$ cat src/rtl/bg_pkg.sv
package bg_pkg;
  localparam int unsigned OSR_HI = 16;
  localparam int unsigned OSR_LO = 4;
  localparam int unsigned PH_W   = $clog2(OSR_HI);

  typedef enum logic [0:0] {
    OSR_X16 = 1'b0,
    OSR_X4  = 1'b1
  } osr_e;
endpackage

$ cat src/rtl/bg_prescaler.sv
module bg_prescaler #(
  parameter int unsigned     DIV_W   = 16,
  parameter logic [DIV_W-1:0] DIV_RST = DIV_W'(9)
) (
  input  logic             clk_i,
  input  logic             rst_ni,
  input  logic             restart_i,
  input  logic             load_i,
  input  logic [DIV_W-1:0] div_i,
  output logic             tick_o,
  output logic [DIV_W-1:0] div_q_o,
  output logic [DIV_W-1:0] cnt_d_o,
  output logic [DIV_W-1:0] div_d_o
);
  logic [DIV_W-1:0] cnt_q, div_q, cnt_d, div_d;

  always_comb begin
    div_d = load_i ? div_i : div_q;
    if (restart_i)          cnt_d = div_d;
    else if (cnt_q == '0)   cnt_d = div_q;
    else                    cnt_d = cnt_q - DIV_W'(1);
  end

  always_ff @(posedge clk_i or negedge rst_ni) begin
    if (!rst_ni) begin
      cnt_q <= DIV_RST;
      div_q <= DIV_RST;
    end else begin
      cnt_q <= cnt_d;
      div_q <= div_d;
    end
  end

  assign tick_o  = (cnt_q == '0);
  assign div_q_o = div_q;
  assign cnt_d_o = cnt_d;
  assign div_d_o = div_d;

  // a load resets the count to the new divisor
  assert_load_reload_R2: assert property (@(posedge clk_i) disable iff (!rst_ni)
    load_i |=> (cnt_q == $past(div_i)) && (div_q == $past(div_i)));

  // an expiring count reloads the full period
  assert_period_reload_R1: assert property (@(posedge clk_i) disable iff (!rst_ni)
    (tick_o && !restart_i) |=> (cnt_q == $past(div_q)));

  // between restarts the count only moves down by one or wraps
  assert_count_step_R1: assert property (@(posedge clk_i) disable iff (!rst_ni)
    (!tick_o && !restart_i) |=> (cnt_q == $past(cnt_q) - DIV_W'(1)));
endmodule

$ cat src/rtl/bg_phase.sv
module bg_phase
  import bg_pkg::*;
(
  input  logic clk_i,
  input  logic rst_ni,
  input  logic restart_i,
  input  logic tick_i,
  input  osr_e mode_i,
  output logic bit_tick_o
);
  logic [PH_W-1:0] ph_q, last;

  assign last = (mode_i == OSR_X4) ? PH_W'(OSR_LO - 1) : PH_W'(OSR_HI - 1);

  always_ff @(posedge clk_i or negedge rst_ni) begin
    if (!rst_ni)          ph_q <= '0;
    else if (restart_i)   ph_q <= '0;
    else if (tick_i)      ph_q <= (ph_q == last) ? '0 : ph_q + PH_W'(1);
  end

  assign bit_tick_o = tick_i && (ph_q == last);


  assert_bit_on_tick_R10: assert property (@(posedge clk_i) disable iff (!rst_ni)
    bit_tick_o |-> tick_i);

  // restart clears the tick position
  assert_phase_clear_R6: assert property (@(posedge clk_i) disable iff (!rst_ni)
    restart_i |=> (ph_q == '0));

  // fast mode never runs the position past its bit length
  assert_fast_range_R5: assert property (@(posedge clk_i) disable iff (!rst_ni)
    (mode_i == OSR_X4 && !restart_i && $stable(mode_i)) |-> (ph_q <= PH_W'(OSR_LO - 1)));
endmodule

$ cat src/rtl/bg_clkout.sv
module bg_clkout
  import bg_pkg::*;
#(
  parameter int unsigned DIV_W = 16
) (
  input  logic             clk_i,
  input  logic             rst_ni,
  input  osr_e             mode_i,
  input  logic [DIV_W-1:0] cnt_d_i,
  input  logic [DIV_W-1:0] div_d_i,
  output logic             clk_o
);
  logic clk_q;

  // registered so the pin never carries comparator glitches
  always_ff @(posedge clk_i or negedge rst_ni) begin
    if (!rst_ni) clk_q <= 1'b0;
    else         clk_q <= (mode_i == OSR_X16) && (cnt_d_i > (div_d_i >> 1));
  end

  assign clk_o = clk_q;


  assert_clk_low_fast_R8: assert property (@(posedge clk_i) disable iff (!rst_ni)
    (mode_i == OSR_X4) |=> !clk_o);

  // divisor 0 cannot toggle, output rests low
  assert_clk_low_div0_R7: assert property (@(posedge clk_i) disable iff (!rst_ni)
    (div_d_i == '0) |=> !clk_o);
endmodule

$ cat src/rtl/baud_tick_gen.sv
module baud_tick_gen
  import bg_pkg::*;
#(
  parameter int unsigned      DIV_W   = 16,
  parameter logic [DIV_W-1:0] DIV_RST = DIV_W'(9)
) (
  input  logic             clk_i,
  input  logic             rst_ni,
  input  logic [DIV_W-1:0] div_i,
  input  logic             div_load_i,
  input  logic             fast_mode_i,
  output logic             tick_o,
  output logic             bit_tick_o,
  output logic             clk16_o
);
  osr_e             mode_in, mode_q;
  logic             restart, tick;
  logic [DIV_W-1:0] div_q, cnt_d, div_d;

  assign mode_in = fast_mode_i ? OSR_X4 : OSR_X16;

  always_ff @(posedge clk_i or negedge rst_ni) begin
    if (!rst_ni) mode_q <= OSR_X16;
    else         mode_q <= mode_in;
  end

  assign restart = div_load_i || (mode_in != mode_q);

  bg_prescaler #(.DIV_W(DIV_W), .DIV_RST(DIV_RST)) u_pre (
    .clk_i     (clk_i),
    .rst_ni    (rst_ni),
    .restart_i (restart),
    .load_i    (div_load_i),
    .div_i     (div_i),
    .tick_o    (tick),
    .div_q_o   (div_q),
    .cnt_d_o   (cnt_d),
    .div_d_o   (div_d)
  );

  bg_phase u_phase (
    .clk_i      (clk_i),
    .rst_ni     (rst_ni),
    .restart_i  (restart),
    .tick_i     (tick),
    .mode_i     (mode_q),
    .bit_tick_o (bit_tick_o)
  );

  bg_clkout #(.DIV_W(DIV_W)) u_clk (
    .clk_i   (clk_i),
    .rst_ni  (rst_ni),
    .mode_i  (mode_in),
    .cnt_d_i (cnt_d),
    .div_d_i (div_d),
    .clk_o   (clk16_o)
  );

  assign tick_o = tick;


  assert_div0_every_cycle_R3: assert property (@(posedge clk_i) disable iff (!rst_ni)
    (div_q == '0 && !restart) |=> tick_o);

  // a bare mode change behaves as a reload of the held divisor
  assert_mode_restart_R6: assert property (@(posedge clk_i) disable iff (!rst_ni)
    (mode_in != mode_q && !div_load_i) |=> (tick_o == ($past(div_q) == '0)));
endmodule

$ cat config.mk
export PLATFORM = sky130hd
export DESIGN_NAME = baud_tick_gen
export DESIGN_NICKNAME = d
export VERILOG_FILES = /design/src/rtl/bg_pkg.sv /design/src/rtl/bg_prescaler.sv /design/src/rtl/bg_phase.sv /design/src/rtl/bg_clkout.sv /design/src/rtl/baud_tick_gen.sv
export SDC_FILE = /design/constraint.sdc
export NUM_CORES = 1
export LEC_CHECK = 0
export BUFFER_PORTS_ARGS = -buffer_cell sky130_fd_sc_hd__buf_4
export CAP_MARGIN = 0
export CORE_AREA = 2 2 80 82
export CTS_CLUSTER_SIZE = 12
export DETAILED_ROUTE_END_ITERATION = 6
export DIE_AREA = 0 0 82 84
export PLACE_DENSITY = 0.54
export SYNTH_ARGS = -nofsm -noshare
export SYNTH_HDL_FRONTEND = slang
export SYNTH_SLANG_ARGS = --single-unit
$ cat constraint.sdc
create_clock -name clk_i -period 4.52 [get_ports clk_i]
set_input_delay 1.356 -clock clk_i [delete_from_list [all_inputs] [get_ports clk_i]]
set_output_delay 1.356 -clock clk_i [all_outputs]
set_load 0.01 [all_outputs]
==> impl_metrics.toml <==
[placement]
place_hpwl_um = 3780
place_congestion = 0.806
pre_cts_slack_ns = 0.666
postPlaceCellArea_um2 = 2590
numPortBuffers = 22

[layout]
area_growth_pct = 14.3
nets = 305
fillers = 612
stdcell_area_um2 = 2680
drive_above_1_share = 0.190
num_antenna_cells = 0

[logic_synthesis]
synthXorXnorAreaFrac = 0.0373
synth.top_cells.by_area = "dfrtp_1 36%, ha_1 9.6%, mux2i_1 6.8%"
synth_compound_area_frac = 0.140
syn-num-nets = 279
syn-cell-area_um2 = 2350
synth_top_area_share = 0.362
syn_area_per_cell_um2 = 9.74
synthMuxAreaShare = 0.0874
synth-simple-area-share = 0.171
synth_seq_cells = 38
ys_warn_count = 0
ys_seq_area_frac = 0.407
yosys.area.top_type = "dfrtp_1"
synth_top_family_by_area = "simple AND/OR/NAND/NOR gates"
syn-instance-count = 241
synth.distinct_cells = 45
synth-adder-area-share = 0.0959

[detailed_routing]
via_per_inst = 5.25
wirelength_um = 5240
wire_per_inst_um = 15.2
dr.pass1.iters = 4
first_iter_violations = 103
drc_errors = 0
vias = 1810
ant_nets = 0

[sta]
setup_tns_ns = 0
finalHoldViolCount = 0
setup_viol = 0
period_needed_ns = 3.51
rsz0062_at_grt = "no"
finalClockSkew_ns = 0.00753
maxSlewHeadroom = 0.650
worst_pin_slew_ns = 0.521
worst_slack_ns = 1.01
slew_viol_final = 0
whs_ns = 0.541
fmax_ghz = 0.285
fin_crit_sh = 0.777

[worst_setup_path]
cp_max_fo = 28
critical_path_required_ns = 4.70
path_buf_inv = 2
cpLargestDelayFamily = "compound AO/OA/AOI/OAI gates"
slowest_stage = "a2111o_1"
worstSetupEndpointType = "flop"
criticalPathCategory = "in2reg"
r2r_setup_slack_ns = 1.08
timing.critical_path.arrival_ns = 3.69
reg2reg_to = "u_clk.clk_o"
start_kind = "input pin"
crit_top_cell = "buf_4"
path_cells = "buf_4 > xnor2_1 > nor2b_2 > buf_4 > nor2_1 > a31oi_1 > ha_1 > a2111o_1 > a2111oi_0 > o2bb2ai_1"
r2r_start = "u_pre.cnt_q[4]"
r2r_cells = 9
cp_slowest_stage_delay_ns = 0.40

[power_and_ir_drop]
power_frac_seq = 0.469
p_clk_frac = 0.276
power_switching_share = 0.312
power_density_nw_per_um2 = 330
p_int_uw = 609
power.leakage_nw = 1.28
p_sw_uw = 276
irDropWorstVdd_uv = 125
p_comb_frac = 0.255

[clock_network]
clock_sinks = 38
hold_buffers = 0
htreeDepth = 2
cts_tree = "done"
cts_made_buffers = 5
clk-insertion-delay-late_ns = 0.29
clk_pin_slew_ns = 0.08
cts_max_path_buffers = 2
ctsResizeCount = 0
cts_setup_buffers = 0
cts_root_buffer = "clkbuf_8"

[hold_path]
min_from = "u_pre.div_q_o[4]"
hp-class = "reg2reg"
min_to = "u_pre.div_q_o[4]"
hold_depth = 2

[global_route]
grt_pass1_vias = 1815
grt_antenna_before_repair = 0
grt-ovfl-total = 0
grt_usage = 0.171
grt_max_degree = 39
grt_pass1_wl_um = 9030

[run_status]
status = "completed"

[floorplanning]
core_area_um2 = 6100
start_util = 0.385
rows = 29
die_y_um = 84
io_pins = 23
dieArea_um2 = 6890
die_w_um = 82

[flow_run]
drv_cap = 0
[metal layers]
layer	GRT usage	share of wire	vias up
met5	0	0	-
met4	0.0591	0.010	0
met3	0.0325	0.034	4
met2	0.259	0.47	31
met1	0.243	0.49	856
li1	-	-	919
[cells in the mapped netlist]
library cell and instances:
mux2i_1 16, or3_2 1, o21a_1 3, xor2_1 3
xnor2_1 7, or3_4 1, ha_1 18, or3_1 5
or4_2 1, and3b_1 1, nor3_1 1, nor2b_1 2
nand2b_1 2, nor4_2 1, a2111o_1 1, a21o_1 2
nand2_1 11, and3_1 1, clkbuf_1 6, inv_1 21
o211a_1 1, o22ai_1 4, or2_2 2, nand3b_1 1
dfstp_2 4, o311a_1 1, and4b_1 1, dfrtp_1 34
mux2_2 4, a21oi_1 13, nor3b_1 4, clkbuf_8 3
nand3_1 10, a2111oi_0 1, a211o_1 1, nand4_1 6
o21ai_0 16, and3b_2 1, nor4_1 3, o2bb2ai_1 1
a22oi_1 2, nor2_1 16, o211ai_1 4, a31oi_1 3
or4_1 1
[cells by family (layout without fill, tap and decap cells)]
group | after synthesis | in the layout
xor+xnor | 10 | 10
simple gates | 72 | 72
flops | 38 | 38
mux | 20 | 20
fa+ha+maj | 18 | 18
compound gates | 53 | 53
buf+inv | 30 | 57
[cell usage in the layout, fill, tap and decap left out, types with 2 or more instances in the layout]
master and count:
xnor2_1 7, a21o_1 2, mux2i_1 16, o21ai_0 16, nand2b_1 2, xor2_1 3, nand2_1 11, dfstp_2 4
or3_1 5, o211ai_1 4, o22ai_1 4, a22oi_1 2, nand4_1 6, clkbuf_8 6, buf_4 28, nand3_1 10
nor4_1 3, ha_1 18, or2_2 2, mux2_2 4, nor2_1 16, a21oi_1 13, inv_1 21, a31oi_1 3
o21a_1 3, nor3b_1 4, dfrtp_1 34
[registers in the layout (all words and copies together), names as in the netlist]
| register | flops |
|---|---|
| u_pre.cnt_q | 16 |
| u_pre.div_q_o | 16 |
| u_phase.ph_q | 4 |
| mode_q | 1 |
| u_clk.clk_o | 1 |
[layout make-up]
class / instances / area (µm²) / share of cell area
Multi-Input combinational cell: 173 / 1250 / 0.466
Clock inverter: 1 / 5.00 / 0.00186
Clock buffer: 7 / 86.3 / 0.0322
Inverter: 21 / 78.8 / 0.0294
Sequential cell: 38 / 956 / 0.356
Timing Repair Buffer: 28 / 210 / 0.0783
Tap cell: 77 / 96.3 / 0.0359
[metrics by stage]
step	cells	util	power [mW]
after floorplan	241	-	0.576
final	345	0.440	0.885
after CTS	345	0.440	0.901
after global routing	345	0.440	0.951
after detailed placement	337	0.425	0.650
after global placement	337	0.425	0.652
[power groups by stage]
stage | Clock, mW | Combinational [mW] | Sequential [mW]
floorplan | 0 | 0.162 | 0.413
global placement | 0 | 0.230 | 0.422
detailed placement | 0 | 0.228 | 0.421
CTS | 0.256 | 0.230 | 0.415
global route | 0.267 | 0.262 | 0.422
finish | 0.245 | 0.226 | 0.415
[worst max-delay path by stage]
stage                     slack (ns)  cells past startpoint        start     endpoint
after CTS                       0.99                     10  fast_mode_i  u_clk.clk_o
final                           1.01                     10  fast_mode_i  u_clk.clk_o
after global routing            0.76                     12  fast_mode_i  u_clk.clk_o
after floorplan                 0.80                     10   div_load_i  u_clk.clk_o
after global placement          0.75                     10  fast_mode_i  u_clk.clk_o
after detailed placement        0.67                     10  fast_mode_i  u_clk.clk_o
[worst min-delay path: stages, from the launching register on]
cell and delay (ns):
dfrtp_1 0.34, mux2i_1 0.10, inv_1 0.06
(Power assumes the default switching activity.)
